## src/rtl/tcc_pkg.sv

```systemverilog
package tcc_pkg;
  localparam int MODE_W = 3;

  typedef enum logic [1:0] {
    ACT_HOLD = 2'b00,
    ACT_TGL  = 2'b01,
    ACT_CLR  = 2'b10,
    ACT_SET  = 2'b11
  } act_e;

  localparam logic [MODE_W-1:0] MODE_NORMAL = 3'b000;
  localparam logic [MODE_W-1:0] MODE_CTC    = 3'b010;

  // Shadowed compare writes for every code except the two plain ones
  function automatic logic mode_buffered(input logic [MODE_W-1:0] m);
    return !((m == MODE_NORMAL) || (m == MODE_CTC));
  endfunction

  // Waveform bit after one output event
  function automatic logic next_wave(input act_e a, input logic cur);
    case (a)
      ACT_TGL: return ~cur;
      ACT_CLR: return 1'b0;
      ACT_SET: return 1'b1;
      default: return cur;
    endcase
  endfunction
endpackage

```

## src/rtl/tcc_cmp_store.sv

```systemverilog
module tcc_cmp_store #(
  parameter int W = 8
) (
  input  logic         clk,
  input  logic         rst_n,
  input  logic         buffered,
  input  logic         wr_en,
  input  logic [W-1:0] wr_data,
  input  logic         copy_ev,
  output logic [W-1:0] active,
  output logic [W-1:0] rd_data
);
  logic [W-1:0] shadow_q;
  logic [W-1:0] active_q;

  always_ff @(posedge clk or negedge rst_n) begin
    if (!rst_n) begin
      shadow_q <= '0;
      active_q <= '0;
    end else begin
      if (wr_en) shadow_q <= wr_data;
      if (wr_en && !buffered) active_q <= wr_data;
      else if (copy_ev)       active_q <= shadow_q;
    end
  end

  assign active  = active_q;
  assign rd_data = buffered ? shadow_q : active_q;
endmodule

```

## src/rtl/tcc_match_gate.sv

```systemverilog
module tcc_match_gate #(
  parameter int W = 8
) (
  input  logic         clk,
  input  logic         rst_n,
  input  logic         tick_en,
  input  logic [W-1:0] cnt_val,
  input  logic [W-1:0] active,
  input  logic         cnt_wr,
  output logic         hit
);
  logic blk_q;

  // Armed by a counter write, spent by the next tick
  always_ff @(posedge clk or negedge rst_n) begin
    if (!rst_n)       blk_q <= 1'b0;
    else if (cnt_wr)  blk_q <= 1'b1;
    else if (tick_en) blk_q <= 1'b0;
  end

  assign hit = tick_en && (cnt_val == active) && !blk_q;
endmodule

```

## src/rtl/tcc_wave_ctl.sv

```systemverilog
module tcc_wave_ctl
  import tcc_pkg::*;
(
  input  logic clk,
  input  logic rst_n,
  input  logic buffered,
  input  logic hit,
  input  logic force_stb,
  input  act_e act,
  input  logic flag_clr,
  output logic flag,
  output logic wave
);
  logic flag_q;
  logic wave_q;
  logic out_ev;

  assign out_ev = !buffered && (hit || force_stb);

  always_ff @(posedge clk or negedge rst_n) begin
    if (!rst_n) begin
      flag_q <= 1'b0;
      wave_q <= 1'b0;
    end else begin
      if (hit)           flag_q <= 1'b1;
      else if (flag_clr) flag_q <= 1'b0;
      if (out_ev)        wave_q <= next_wave(act, wave_q);
    end
  end

  assign flag = flag_q;
  assign wave = wave_q;
endmodule

```

## src/rtl/tmr_cmp_chan.sv

```systemverilog
module tmr_cmp_chan
  import tcc_pkg::*;
#(
  parameter int W = 8
) (
  input  logic              clk,
  input  logic              rst_n,
  input  logic              tick_en,
  input  logic [W-1:0]      cnt_val,
  input  logic              at_top,
  input  logic              at_bottom,
  input  logic [MODE_W-1:0] wgm_mode,
  input  logic              load_at_bottom,
  input  logic              cmp_wr_en,
  input  logic [W-1:0]      cmp_wr_data,
  output logic [W-1:0]      cmp_rd_data,
  input  logic [1:0]        act_sel,
  input  logic              force_stb,
  input  logic              cnt_wr,
  input  logic              flag_clr,
  output logic              hit,
  output logic              cmp_flag,
  output logic              wave_out
);
  logic         buffered_w;
  logic         copy_ev_w;
  logic [W-1:0] active_w;
  logic         hit_w;

  assign buffered_w = mode_buffered(wgm_mode);
  assign copy_ev_w  = buffered_w && tick_en &&
                      (load_at_bottom ? at_bottom : at_top);

  tcc_cmp_store #(.W(W)) u_store (
    .clk(clk), .rst_n(rst_n), .buffered(buffered_w),
    .wr_en(cmp_wr_en), .wr_data(cmp_wr_data), .copy_ev(copy_ev_w),
    .active(active_w), .rd_data(cmp_rd_data)
  );

  tcc_match_gate #(.W(W)) u_gate (
    .clk(clk), .rst_n(rst_n), .tick_en(tick_en), .cnt_val(cnt_val),
    .active(active_w), .cnt_wr(cnt_wr), .hit(hit_w)
  );

  tcc_wave_ctl u_wave (
    .clk(clk), .rst_n(rst_n), .buffered(buffered_w), .hit(hit_w),
    .force_stb(force_stb), .act(act_e'(act_sel)), .flag_clr(flag_clr),
    .flag(cmp_flag), .wave(wave_out)
  );

  assign hit = hit_w;
endmodule

```

## config.mk

```make
export PLATFORM = sky130hd
export DESIGN_NAME = tmr_cmp_chan
export DESIGN_NICKNAME = d
export VERILOG_FILES = /design/src/rtl/tcc_pkg.sv /design/src/rtl/tcc_cmp_store.sv /design/src/rtl/tcc_match_gate.sv /design/src/rtl/tcc_wave_ctl.sv /design/src/rtl/tmr_cmp_chan.sv
export SDC_FILE = /design/constraint.sdc
export NUM_CORES = 1
export LEC_CHECK = 0
export CORE_MARGIN = 3
export CORE_UTILIZATION = 43
export DETAILED_ROUTE_END_ITERATION = 7
export PLACE_DENSITY = 0.81
export RECOVER_POWER = 25
export SLEW_MARGIN = 20
export SYNTH_ARGS = -nofsm -noshare
export SYNTH_HDL_FRONTEND = slang
export SYNTH_SLANG_ARGS = --single-unit
```

## constraint.sdc

```tcl
create_clock -name clk -period 2.3 [get_ports clk]
set_clock_uncertainty 0.1 [all_clocks]
set_input_delay 0.23 -clock clk [delete_from_list [all_inputs] [get_ports clk]]
set_output_delay 0.23 -clock clk [all_outputs]
set_load 0.005 [all_outputs]
```

==> out/summary.md, run 1 <==
The worst setup path is captured at a primary output. The hold violation count in the final report is 0. For the post-detailed-routing wire length, the log shows 2670 um. For this run the aggregate overflow at the end of global routing stands at 0. After clock tree synthesis, the flow added hold-fix buffers numbering 0. For the sequential fraction of design power, the log shows 0.455. Setup repair after global routing left no endpoint under its margin. The fraction of final layout cells with drive strength greater than 1 is 0.226. The worst-case headroom to the max-slew limit is 0.315, and the number of buffers created by CTS is 3. The tools report the switching power summed over all nets as 282 uW.

The maximum ir drop on the vdd rail is 0.433 mV. The die covers 3150 um^2. The clock network fraction of total power is 0.181, and the post-layout minimum cycle time is 2200 ps. The wire-length estimate of the detail-placed layout is 2090 um.

The net total in the final layout came out at 178. At the worst endpoint, the required time is 1970 ps. The initial antenna violation count came out at 0. Measured along the y axis, the die boundary spans 56.1 um. Counting every instance in the synthesized netlist gives 98. The number of flip-flops and latches in the synthesized netlist works out to 19.

Cell-internal power: 660 uW. The tool flagged a number of max-cap violations equal to 0. Total power for the finished layout comes to 943 uW.

42 I/O pins were placed. Critical path arrival: 1870 ps. Relative to the synthesized area, the layout overhead comes to 46.4%.

The analysis attributes to cell leakage a power of 0.624 nW. The mapped cell area came out at 1080 um^2. Measured along the x axis, the die boundary spans 56.1 um. TritonCTS built the clock tree.

The tree is rooted in a sky130_fd_sc_hd__clkbuf_4. Of all nets on the critical path, the largest fanout is 11. At the later pin of the worst-skew pair, clock insertion delay measures 300 ps. The average size of a mapped cell works out to 11.0 um^2. The flow ran to the end, and the final reports show no timing, DRC or antenna violations. Setup violations remaining at the end of the flow were counted as 0.

Post-route clock period utilization: 0.955. The clock sink count is 19. The power share of the combinational group is 0.365. The violation count after the first detailed-route iteration is 16, and the number of DRC violations after detailed routing is 0.

Routability-driven placement finished with a final weighted congestion of 0.783. The number of slew-limit violations in the final report is 0, and the maximum buffer depth of the clock tree is 2. The count of buffers added on input and output ports is 40.

The logs give 928 for the total number of vias and 1 for the number of H-tree levels. The count of nets left with antenna violations after detail routing came out at 0. The antenna diode instance count is 0. The Yosys step of the flow raised 0 warnings. The aggregate global-route resource usage was 0.185; the number of unique standard cell types used by synthesis was 27. STA classifies the critical path startpoint as an input pin. The core region is 2300 um^2. The first-pass GRT wire length is 4660 um, and the sequential cell area fraction in the yosys report is 0.440.

Setup TNS: 0 ps. In this run the core area contains 17 standard-cell rows. The first TritonRoute pass finished after 4 iterations. For the number of global-route vias before repair, the log shows 973. The path type of the worst min-delay path is in2reg.

Dividing the detail-routed wire length by the instance count gives 15.4 um. For the number of nets produced by synthesis, the log shows 129. Clock-pin slew was measured on the worst setup and hold paths at 120 ps. The power per cell area came out at 596 nW/um^2. Entering global routing, the biggest net connects 20 pins. For this run, the top clock speed supported by timing is 455 MHz. Switching portion of total power: 0.300.

Dividing the detail-routed via count by the number of cells gives 5.33. The start-to-end type of the worst setup path was in2out. For the pin with the worst max-slew slack, the measured transition is 1030 ps.

The starting utilization of the core area came out at 0.471.
what timing repair did:
item                       4_1_cts  5_1_grt
setup endpoints to repair        1        0
buffers inserted                 1        0
resized for setup                1        0
flip-flops by register name, indices dropped and copies added, names as in the netlist:
register and flops:
u_gate.blk_q 1, u_store.active 8, u_store.shadow_q 8, u_wave.flag 1, u_wave.wave 1
metal layers:
metal	vias up	track usage	routed length, um
li1	443	-	-
met1	451	0.245	1140
met2	31	0.309	1350
met3	3	0.0394	156
met4	0	0.0407	17
met5	-	0	0
kinds of logic (layout without fill, tap and decap cells):
kind of cell              count (synthesis)  count (layout)  share of synthesized area
and+or+nand+nor                          20              20                     0.0972
xor gates and xnor gates                  8               8                     0.0648
buffers and inverters                     8              56                     0.0336
DFF                                      19              19                      0.440
AOI/OAI and AO/OA                        18              18                      0.115
muxes                                    25              25                      0.250
path summary, 6_finish.rpt:
check                                               from                            end  slack [ps]  cells past startpoint
hold reg to reg                 u_gate.blk_q$_DFFE_PN0P_       u_gate.blk_q$_DFFE_PN0P_         400                      1
setup / recovery                             wgm_mode[2]                 cmp_rd_data[2]         100                      5
setup reg to reg           u_store.active[2]$_DFFE_PN0P_        u_wave.wave$_DFFE_PN0P_         390                      5
min in group asynchronous                          rst_n  u_store.active[6]$_DFFE_PN0P_         500                      2
hold / removal                                  flag_clr        u_wave.flag$_DFFE_PN0P_         390                      2
max in group asynchronous                          rst_n  u_store.active[2]$_DFFE_PN0P_         970                      2
worst max-delay path, cell delays in order:
cell	delay (ps)
sky130_fd_sc_hd__clkdlybuf4s50_1	470
sky130_fd_sc_hd__nor2_1	140
sky130_fd_sc_hd__buf_4	220
sky130_fd_sc_hd__mux2_2	360
sky130_fd_sc_hd__clkdlybuf4s50_1	440
area by class of cell:
class / count / area [um^2]
fillers: 191 / 714
multi-input cells: 71 / 574
flip-flops and latches: 19 / 475
repair buffers: 48 / 455
well taps: 28 / 35.0
clock buffers: 3 / 22.5
inverters: 4 / 15.0
clock inverters: 1 / 5.00
metrics by stage:
step           worst slack, ps  instances  instance area [um^2]  hold WS (ps)   util
2_1_floorplan              620         98                  1080          -166      -
3_3_place_gp             -37.6        169                  1550           375  0.676
3_5_place_dp             -70.3        169                  1550           378  0.676
4_1_cts                    104        174                  1590           147  0.691
5_1_grt                   39.8        174                  1580           387  0.689
6_report                   104        174                  1580           385  0.689
power groups by stage:
stage          sequential (mW)  clock (mW)  combinational, mW
6_report                 0.429       0.170              0.344
5_1_grt                  0.441       0.190              0.378
4_1_cts                  0.429       0.175              0.349
3_5_place_dp             0.438           0              0.340
3_3_place_gp             0.434           0              0.324
2_1_floorplan            0.428           0              0.177
cell usage in the layout (no fill, tap or decap), types with 2 or more instances in the layout:
master	count
sky130_fd_sc_hd__clkdlybuf4s50_1	38
sky130_fd_sc_hd__dfrtp_1	19
sky130_fd_sc_hd__mux2_2	16
sky130_fd_sc_hd__nor2_1	12
sky130_fd_sc_hd__mux2i_1	9
sky130_fd_sc_hd__a21oi_1	8
sky130_fd_sc_hd__xnor2_1	7
sky130_fd_sc_hd__buf_4	7
sky130_fd_sc_hd__inv_1	3
sky130_fd_sc_hd__clkbuf_4	3
sky130_fd_sc_hd__nand4_1	2
sky130_fd_sc_hd__o21ai_0	2
synthesized netlist by cell type (all sizes together):
| cell | number | share of area |
|---|---|---|
| mux2i | 9 | 0.083 |
| o22ai | 1 | 0.0058 |
| nor3b | 2 | 0.014 |
| a32oi | 1 | 0.0081 |
| mux2 | 16 | 0.17 |
| o31a | 1 | 0.016 |
| a21oi | 8 | 0.037 |
| a31oi | 1 | 0.0058 |
| o21ai | 2 | 0.0093 |
| or3 | 1 | 0.010 |
| nor2 | 12 | 0.042 |
| nand3 | 1 | 0.0046 |
| or4b | 1 | 0.0093 |
| a221oi | 1 | 0.0081 |
| o21bai | 1 | 0.010 |
| a21o | 1 | 0.0069 |
| nand4 | 2 | 0.012 |
| dfrtp | 19 | 0.44 |
| xor2 | 1 | 0.0081 |
| or2 | 1 | 0.0058 |
| xnor2 | 7 | 0.057 |
| o31ai | 1 | 0.0069 |
| buf | 4 | 0.020 |
| inv | 4 | 0.014 |
Power figures use the tool's default switching activity.
==> inputs of run 2 (changes only) <==
--- a/config.mk
+++ b/config.mk
@@ -10,7 +10,6 @@
 export DETAILED_ROUTE_END_ITERATION = 7
 export PLACE_DENSITY = 0.81
 export RECOVER_POWER = 25
-export SLEW_MARGIN = 20
 export SYNTH_ARGS = -nofsm -noshare
 export SYNTH_HDL_FRONTEND = slang
 export SYNTH_SLANG_ARGS = --single-unit
==> results of run 2 <==
No change in the layout: final DEF, timing and power equal those of run 1.
